### src/rtl/dec_pkg.sv
package dec_pkg;
  typedef enum logic [1:0] {
    ST_COLLECT = 2'd0,
    ST_MAC     = 2'd1,
    ST_OUT     = 2'd2
  } dec_state_e;
endpackage

### src/rtl/dec_ctrl.sv
module dec_ctrl
  import dec_pkg::*;
#(
  parameter int TPP  = 8,
  parameter int MAXF = 8,
  localparam int RW    = $clog2(MAXF),
  localparam int FW    = RW + 1,
  localparam int DEPTH = TPP * MAXF,
  localparam int AW    = $clog2(DEPTH)
) (
  input  logic          clk_i,
  input  logic          rst_ni,
  input  logic          in_valid_i,
  input  logic [RW-1:0] ratio_i,
  input  logic          bank_i,
  output logic          in_ready_o,
  output logic          shift_o,
  output logic [FW-1:0] fac_o,
  output logic          bank_o,
  output logic          mac_en_o,
  output logic          mac_clr_o,
  output logic [AW-1:0] tap_idx_o,
  output logic          out_valid_o
);
  dec_state_e    state_q;
  logic [FW-1:0] cnt_q, fac_q, fac_eff;
  logic          bank_q;
  logic [AW-1:0] idx_q;
  logic [AW:0]   taps;

  assign in_ready_o = (state_q == ST_COLLECT);
  assign shift_o    = in_valid_i & in_ready_o;
  // settings for the beat that opens a period come straight from the pins
  assign fac_eff    = (cnt_q == '0) ? FW'(ratio_i) + FW'(1) : fac_q;
  assign taps       = (AW+1)'(fac_q) * (AW+1)'(TPP);

  always_ff @(posedge clk_i or negedge rst_ni) begin
    if (!rst_ni) begin
      state_q <= ST_COLLECT;
      cnt_q   <= '0;
      fac_q   <= FW'(1);
      bank_q  <= 1'b0;
      idx_q   <= '0;
    end else begin
      case (state_q)
        ST_COLLECT: if (shift_o) begin
          if (cnt_q == '0) begin
            fac_q  <= FW'(ratio_i) + FW'(1);
            bank_q <= bank_i;
          end
          if (cnt_q + FW'(1) == fac_eff) begin
            cnt_q   <= '0;
            idx_q   <= '0;
            state_q <= ST_MAC;
          end else begin
            cnt_q <= cnt_q + FW'(1);
          end
        end
        ST_MAC: begin
          idx_q <= idx_q + AW'(1);
          if ({1'b0, idx_q} == taps - (AW+1)'(1)) state_q <= ST_OUT;
        end
        default: state_q <= ST_COLLECT;
      endcase
    end
  end

  assign fac_o       = fac_q;
  assign bank_o      = bank_q;
  assign mac_en_o    = (state_q == ST_MAC);
  assign mac_clr_o   = (idx_q == '0);
  assign tap_idx_o   = idx_q;
  assign out_valid_o = (state_q == ST_OUT);

  p_valid_pulse_r8: assert property (@(posedge clk_i) disable iff (!rst_ni)
    out_valid_o |=> !out_valid_o);
  p_busy_no_ready_r7: assert property (@(posedge clk_i) disable iff (!rst_ni)
    (mac_en_o || out_valid_o) |-> !in_ready_o);
  p_fac_hold_r4: assert property (@(posedge clk_i) disable iff (!rst_ni)
    (cnt_q != '0 && $past(cnt_q) != '0) |-> ($stable(fac_q) && $stable(bank_q)));
  p_idx_bound_r2: assert property (@(posedge clk_i) disable iff (!rst_ni)
    mac_en_o |-> ({1'b0, idx_q} < taps));
  p_cnt_bound_r1: assert property (@(posedge clk_i) disable iff (!rst_ni)
    (cnt_q != '0) |-> (cnt_q < fac_q));
endmodule

### src/rtl/dec_delay_line.sv
module dec_delay_line #(
  parameter int DW    = 8,
  parameter int DEPTH = 64,
  localparam int AW   = $clog2(DEPTH)
) (
  input  logic                 clk_i,
  input  logic                 rst_ni,
  input  logic                 shift_i,
  input  logic signed [DW-1:0] din_i,
  input  logic [AW-1:0]        rd_idx_i,
  output logic signed [DW-1:0] dout_o
);
  logic signed [DW-1:0] line_q [DEPTH];

  for (genvar g = 0; g < DEPTH; g++) begin : g_cell
    logic signed [DW-1:0] nxt;
    if (g == 0) begin : g_head
      assign nxt = din_i;
    end else begin : g_body
      assign nxt = line_q[g-1];
    end
    always_ff @(posedge clk_i or negedge rst_ni) begin
      if (!rst_ni)      line_q[g] <= '0;
      else if (shift_i) line_q[g] <= nxt;
    end
  end

  assign dout_o = line_q[rd_idx_i];

  p_frozen_r7: assert property (@(posedge clk_i) disable iff (!rst_ni)
    !shift_i |=> ($stable(line_q[0]) && $stable(line_q[DEPTH-1])));
endmodule

### src/rtl/dec_mac.sv
module dec_mac #(
  parameter int DW    = 8,
  parameter int CW    = 10,
  parameter int ACC_W = 25
) (
  input  logic                 clk_i,
  input  logic                 rst_ni,
  input  logic                 en_i,
  input  logic                 clr_i,
  input  logic signed [DW-1:0] x_i,
  input  logic signed [CW-1:0] c_i,
  output logic signed [DW-1:0] y_o
);
  localparam int PW   = DW + CW;
  localparam int FRAC = CW - 1;
  localparam int OMAX = 2 ** (DW - 1) - 1;
  localparam int OMIN = -(2 ** (DW - 1));

  logic signed [PW-1:0]    prod;
  logic signed [ACC_W-1:0] acc_q, acc_base;
  logic signed [ACC_W:0]   rnd, shr;

  assign prod     = x_i * c_i;
  assign acc_base = clr_i ? '0 : acc_q;

  always_ff @(posedge clk_i or negedge rst_ni) begin
    if (!rst_ni)   acc_q <= '0;
    else if (en_i) acc_q <= acc_base + {{(ACC_W-PW){prod[PW-1]}}, prod};
  end

  // half-up rounding, then clamp
  assign rnd = {acc_q[ACC_W-1], acc_q} + (ACC_W+1)'(1 << (FRAC - 1));
  assign shr = rnd >>> FRAC;

  always_comb begin
    if (shr > OMAX)      y_o = DW'(OMAX);
    else if (shr < OMIN) y_o = DW'(OMIN);
    else                 y_o = shr[DW-1:0];
  end

  p_acc_hold_r8: assert property (@(posedge clk_i) disable iff (!rst_ni)
    !en_i |=> $stable(y_o));
endmodule

### src/rtl/decim_fir.sv
module decim_fir #(
  parameter int DW    = 8,
  parameter int CW    = 10,
  parameter int TPP   = 8,
  parameter int MAXF  = 8,
  localparam int RW    = $clog2(MAXF),
  localparam int FW    = RW + 1,
  localparam int DEPTH = TPP * MAXF,
  localparam int AW    = $clog2(DEPTH),
  localparam int ACC_W = DW + CW + AW + 1
) (
  input  logic                 clk_i,
  input  logic                 rst_ni,
  input  logic                 in_valid_i,
  output logic                 in_ready_o,
  input  logic [DW-1:0]        in_data_i,
  input  logic [RW-1:0]        ratio_i,
  input  logic                 bank_sel_i,
  input  logic [DEPTH*CW-1:0]  coef_a_i,
  input  logic [DEPTH*CW-1:0]  coef_b_i,
  output logic                 out_valid_o,
  output logic [DW-1:0]        out_data_o
);
  logic          shift, bank, mac_en, mac_clr;
  logic [FW-1:0] fac;
  logic [AW-1:0] tap_idx, rd_idx;
  logic [AW:0]   win_len;
  logic signed [DW-1:0] smp;
  logic signed [CW-1:0] coef;

  dec_ctrl #(.TPP(TPP), .MAXF(MAXF)) u_ctrl (
    .clk_i, .rst_ni, .in_valid_i,
    .ratio_i, .bank_i(bank_sel_i),
    .in_ready_o, .shift_o(shift), .fac_o(fac), .bank_o(bank),
    .mac_en_o(mac_en), .mac_clr_o(mac_clr), .tap_idx_o(tap_idx),
    .out_valid_o
  );

  // window centred on the middle of the history
  assign win_len = (AW+1)'(fac) * (AW+1)'(TPP);
  assign rd_idx  = AW'((AW+1)'(DEPTH / 2) - (win_len >> 1) + (AW+1)'(tap_idx));
  assign coef    = bank ? coef_b_i[tap_idx*CW +: CW] : coef_a_i[tap_idx*CW +: CW];

  dec_delay_line #(.DW(DW), .DEPTH(DEPTH)) u_line (
    .clk_i, .rst_ni, .shift_i(shift), .din_i(in_data_i),
    .rd_idx_i(rd_idx), .dout_o(smp)
  );

  dec_mac #(.DW(DW), .CW(CW), .ACC_W(ACC_W)) u_mac (
    .clk_i, .rst_ni, .en_i(mac_en), .clr_i(mac_clr),
    .x_i(smp), .c_i(coef), .y_o(out_data_o)
  );
endmodule

### config.mk
export PLATFORM = sky130hd
export DESIGN_NAME = decim_fir
export DESIGN_NICKNAME = d
export VERILOG_FILES = /design/src/rtl/dec_pkg.sv /design/src/rtl/dec_ctrl.sv /design/src/rtl/dec_delay_line.sv /design/src/rtl/dec_mac.sv /design/src/rtl/decim_fir.sv
export SDC_FILE = /design/constraint.sdc
export NUM_CORES = 2
export LEC_CHECK = 0
export CORE_AREA = 10 10 507 509
export CTS_CLUSTER_DIAMETER = 150
export CTS_CLUSTER_SIZE = 12
export DETAILED_ROUTE_END_ITERATION = 10
export DIE_AREA = 0 0 517 519
export PLACE_DENSITY = 0.37
export SYNTH_ARGS = -nofsm -noshare
export SYNTH_HDL_FRONTEND = slang
export SYNTH_HIERARCHICAL = 1
export SYNTH_SLANG_ARGS = --single-unit
### constraint.sdc
create_clock -name clk_i -period 18.65 [get_ports clk_i]
set_input_delay 1.865 -clock clk_i [delete_from_list [all_inputs] [get_ports clk_i]]
set_output_delay 1.865 -clock clk_i [all_outputs]
set_load 0.02 [all_outputs]
==> impl_metrics.tcl <==
set metrics [dict create \
    status "finished clean" \
    slowest_delay_ns 1.02 \
    grt_pass1_wl_um 477500 \
    synth_xor_area_share_pct 1.456 \
    postRouteWirelength_um 396900 \
    grt_overflow_total 0 \
    setup_ws_ns 7.358 \
    synth_nets 4159 \
    max_freq_mhz 88.56 \
    cts_root_buffer "clkbuf_16" \
    setup-violations-final 0 \
    post-cts-setup-buffers 0 \
    layout.nets 5344 \
    rsz0062_at_grt "no" \
    crit_family "compound AO/OA/AOI/OAI gates" \
    cts_tree "done" \
    clk_pin_slew_ns 0.06 \
    worstHoldPathType "flop to flop" \
    whs_path_depth 1 \
    boundaryPins 1305 \
    rows 183 \
    grt_usage_pct 28.48 \
    grt_pass1_vias 34190 \
    synth_seq_cells 554 \
    cts.sinks 554 \
    reg2reg_depth 34 \
    cts_resized 0 \
    synth_edf_count 0 \
    synth_ff_type "dfrtp_1" \
    detailed_place_hpwl_um 353100 \
    grt_start_max_net_pins 168 \
    ctsLongestPathBuffers 3 \
    syn_to_final_growth_pct 46.67 \
    die_area_mm2 0.2683 \
    synthAdderAreaFrac_pct 5.623 \
    slowest_stage "buf_4" \
    hold_slack_ns 0.5012 \
    maxCapViolations 0 \
    clock-skew-final_ns 0.03186 \
    synth_top_family_by_area "multiplexers" \
    synthMuxAreaShare_pct 46.95 \
    synth.avg_cell_area_um2 14.66 \
    seqCellArea_mm2 0.01388 \
    slew_viol_final 0 \
    critPathArrivalTime_ns 11.80 \
    clkLatencyLatePin_ns 0.65 \
    synth-compound-area-share_pct 3.704 \
    die_h_um 519 \
    end_kind "flop" \
    async_reset_ff_share_pct 100.0 \
    period_minus_slack_ns 11.29 \
    final_core_util_pct 23.70 \
    critPathBufInv 5 \
    hold_viol_final 0 \
    cp-start-kind "flop" \
    vias 35212 \
    yosysSeqAreaShare_pct 34.69 \
    drtAntennaViolNets 0 \
    synth_area_mm2 0.03996 \
    postCtsHoldBufs 0 \
    start_util_pct 16.16 \
    gp_congestion 1.161 \
    setup_tns_ns 0 \
    worst_pin_slew_ns 1.185 \
    vias_per_cell 4.762 \
    drive_gt1_share_pct 31.17 \
    preCtsSetupSlack_ns 7.358 \
    first_pass_iters 5 \
    nFillCells 26089 \
    yosys_warnings 6 \
    cts_max_level 2 \
    post-route-period-util_pct 60.55 \
    crit_fanout 121 \
    critPathKind "flop to flop" \
    numPortBuffers 1304 \
    yosysUniqueCellTypes 82 \
    cp.required_ns 19.16 \
    route.detailed.drc 0 \
    wl_per_cell_um 53.68 \
    slew_headroom_pct 21.03 \
    critical_path_depth 34 \
    multiInputGateArea_mm2 0.02475 \
    core_area_mm2 0.2473 \
    yosys.area_share.simple_pct 4.033 \
    cts_buffers 52 \
    syn_inst 2726 \
    drtIter0Drc 3375 \
    die_w_um 517 \
    antenna_found_initial 534 \
]
-- worst register-to-register path: cells and delay by family (launching register included) --
kind	cells	cell delay, ns
muxes	4	1.97
adders and majority gates	7	2.56
xor gates and xnor gates	1	0.13
buffers and inverters	5	2.60
DFF	1	0.41
and+or+nand+nor	3	0.48
AOI/OAI and AO/OA	14	3.02
-- state kept, by name, indices dropped and copies added, names as in the netlist --
register           count
u_line/g_cell.nxt    504
u_mac/acc_q           25
u_line/line_q          8
u_ctrl/tap_idx_o       6
u_ctrl/cnt_q           4
u_ctrl/fac_o           4
u_ctrl/state_q         2
u_ctrl/bank_o          1
-- metrics by stage --
step / area (µm²) / cells
floorplan: 39960 / 2726
global placement: 56600 / 7094
detailed placement: 56600 / 7094
CTS: 58040 / 7164
global route: 58320 / 7277
finish: 58610 / 7394
-- layout make-up --
class	count	share of cell area [%]
multi-input cells	1837	42.23
flip-flops and latches	554	23.68
repair buffers	1341	22.92
well taps	3237	6.910
clock buffers	68	2.412
diodes	230	0.9819
inverters	125	0.8218
clock inverters	2	0.04269
-- routing by layer --
layer | global-route usage [%] | wire length (µm) | vias up
met1 | 34.94 | 158800 | 18429
met2 | 44.99 | 178600 | 2271
met4 | 12.06 | 21720 | 170
met3 | 10.18 | 36690 | 952
li1 | - | - | 13390
met5 | 0 | 1097 | -
-- Yosys cell counts, types with 18 or more instances --
cell type | instances | area, µm²
mux2_2 | 550 | 6193
o21ai_0 | 29 | 145.1
inv_1 | 123 | 461.7
mux4_2 | 542 | 12210
buf_4 | 19 | 142.6
xnor2_1 | 46 | 402.9
nand3_1 | 23 | 115.1
and2_1 | 60 | 375.4
nor2b_1 | 33 | 206.5
ha_1 | 70 | 875.8
a21oi_1 | 49 | 245.2
nor2_1 | 56 | 210.2
o221ai_1 | 18 | 157.7
clkbuf_1 | 132 | 495.5
buf_2 | 46 | 230.2
fa_1 | 68 | 1361
mux2i_1 | 34 | 340.3
dfrtp_1 | 553 | 13840
nand2_1 | 49 | 183.9
-- cell usage in the layout (no fill, tap or decap), types with 32 or more instances in the layout --
cell / n
a21oi_1: 49
and2_1: 60
clkbuf_16: 54
clkdlybuf4s50_1: 1303
dfrtp_1: 547
diode_2: 230
fa_1: 68
ha_1: 70
inv_1: 122
mux2_2: 550
mux2i_1: 34
mux4_2: 542
nand2_1: 49
nor2_1: 55
nor2b_1: 32
xnor2_1: 43
-- path summary, 6_finish.rpt --
| path | slack [ns] | start | endpoint |
|---|---|---|---|
| min in group asynchronous | 1.31 | rst_ni | u_line/g_cell[22].nxt[2] |
| min | 0.50 | u_mac/acc_q[7] | u_mac/acc_q[7] |
| min reg2reg | 0.50 | u_mac/acc_q[7] | u_mac/acc_q[7] |
| max in group asynchronous | 15.08 | rst_ni | u_mac/acc_q[22] |
| max | 7.36 | u_ctrl/tap_idx_o[0] | u_mac/acc_q[22] |
| max reg2reg | 7.36 | u_ctrl/tap_idx_o[0] | u_mac/acc_q[22] |
-- kinds of logic (layout without fill, tap and decap cells) --
| family | Yosys count | after routing |
|---|---|---|
| buf+inv | 335 | 1536 |
| xor+xnor | 64 | 64 |
| fa+ha+maj | 139 | 139 |
| simple gates | 293 | 293 |
| compound gates | 214 | 214 |
| other cells | 0 | 230 |
| flops | 554 | 554 |
| mux | 1127 | 1127 |
Power is left out: the tool's default activity adds up to more than one toggle a clock period on the data nets, which glitch-free logic cannot reach.
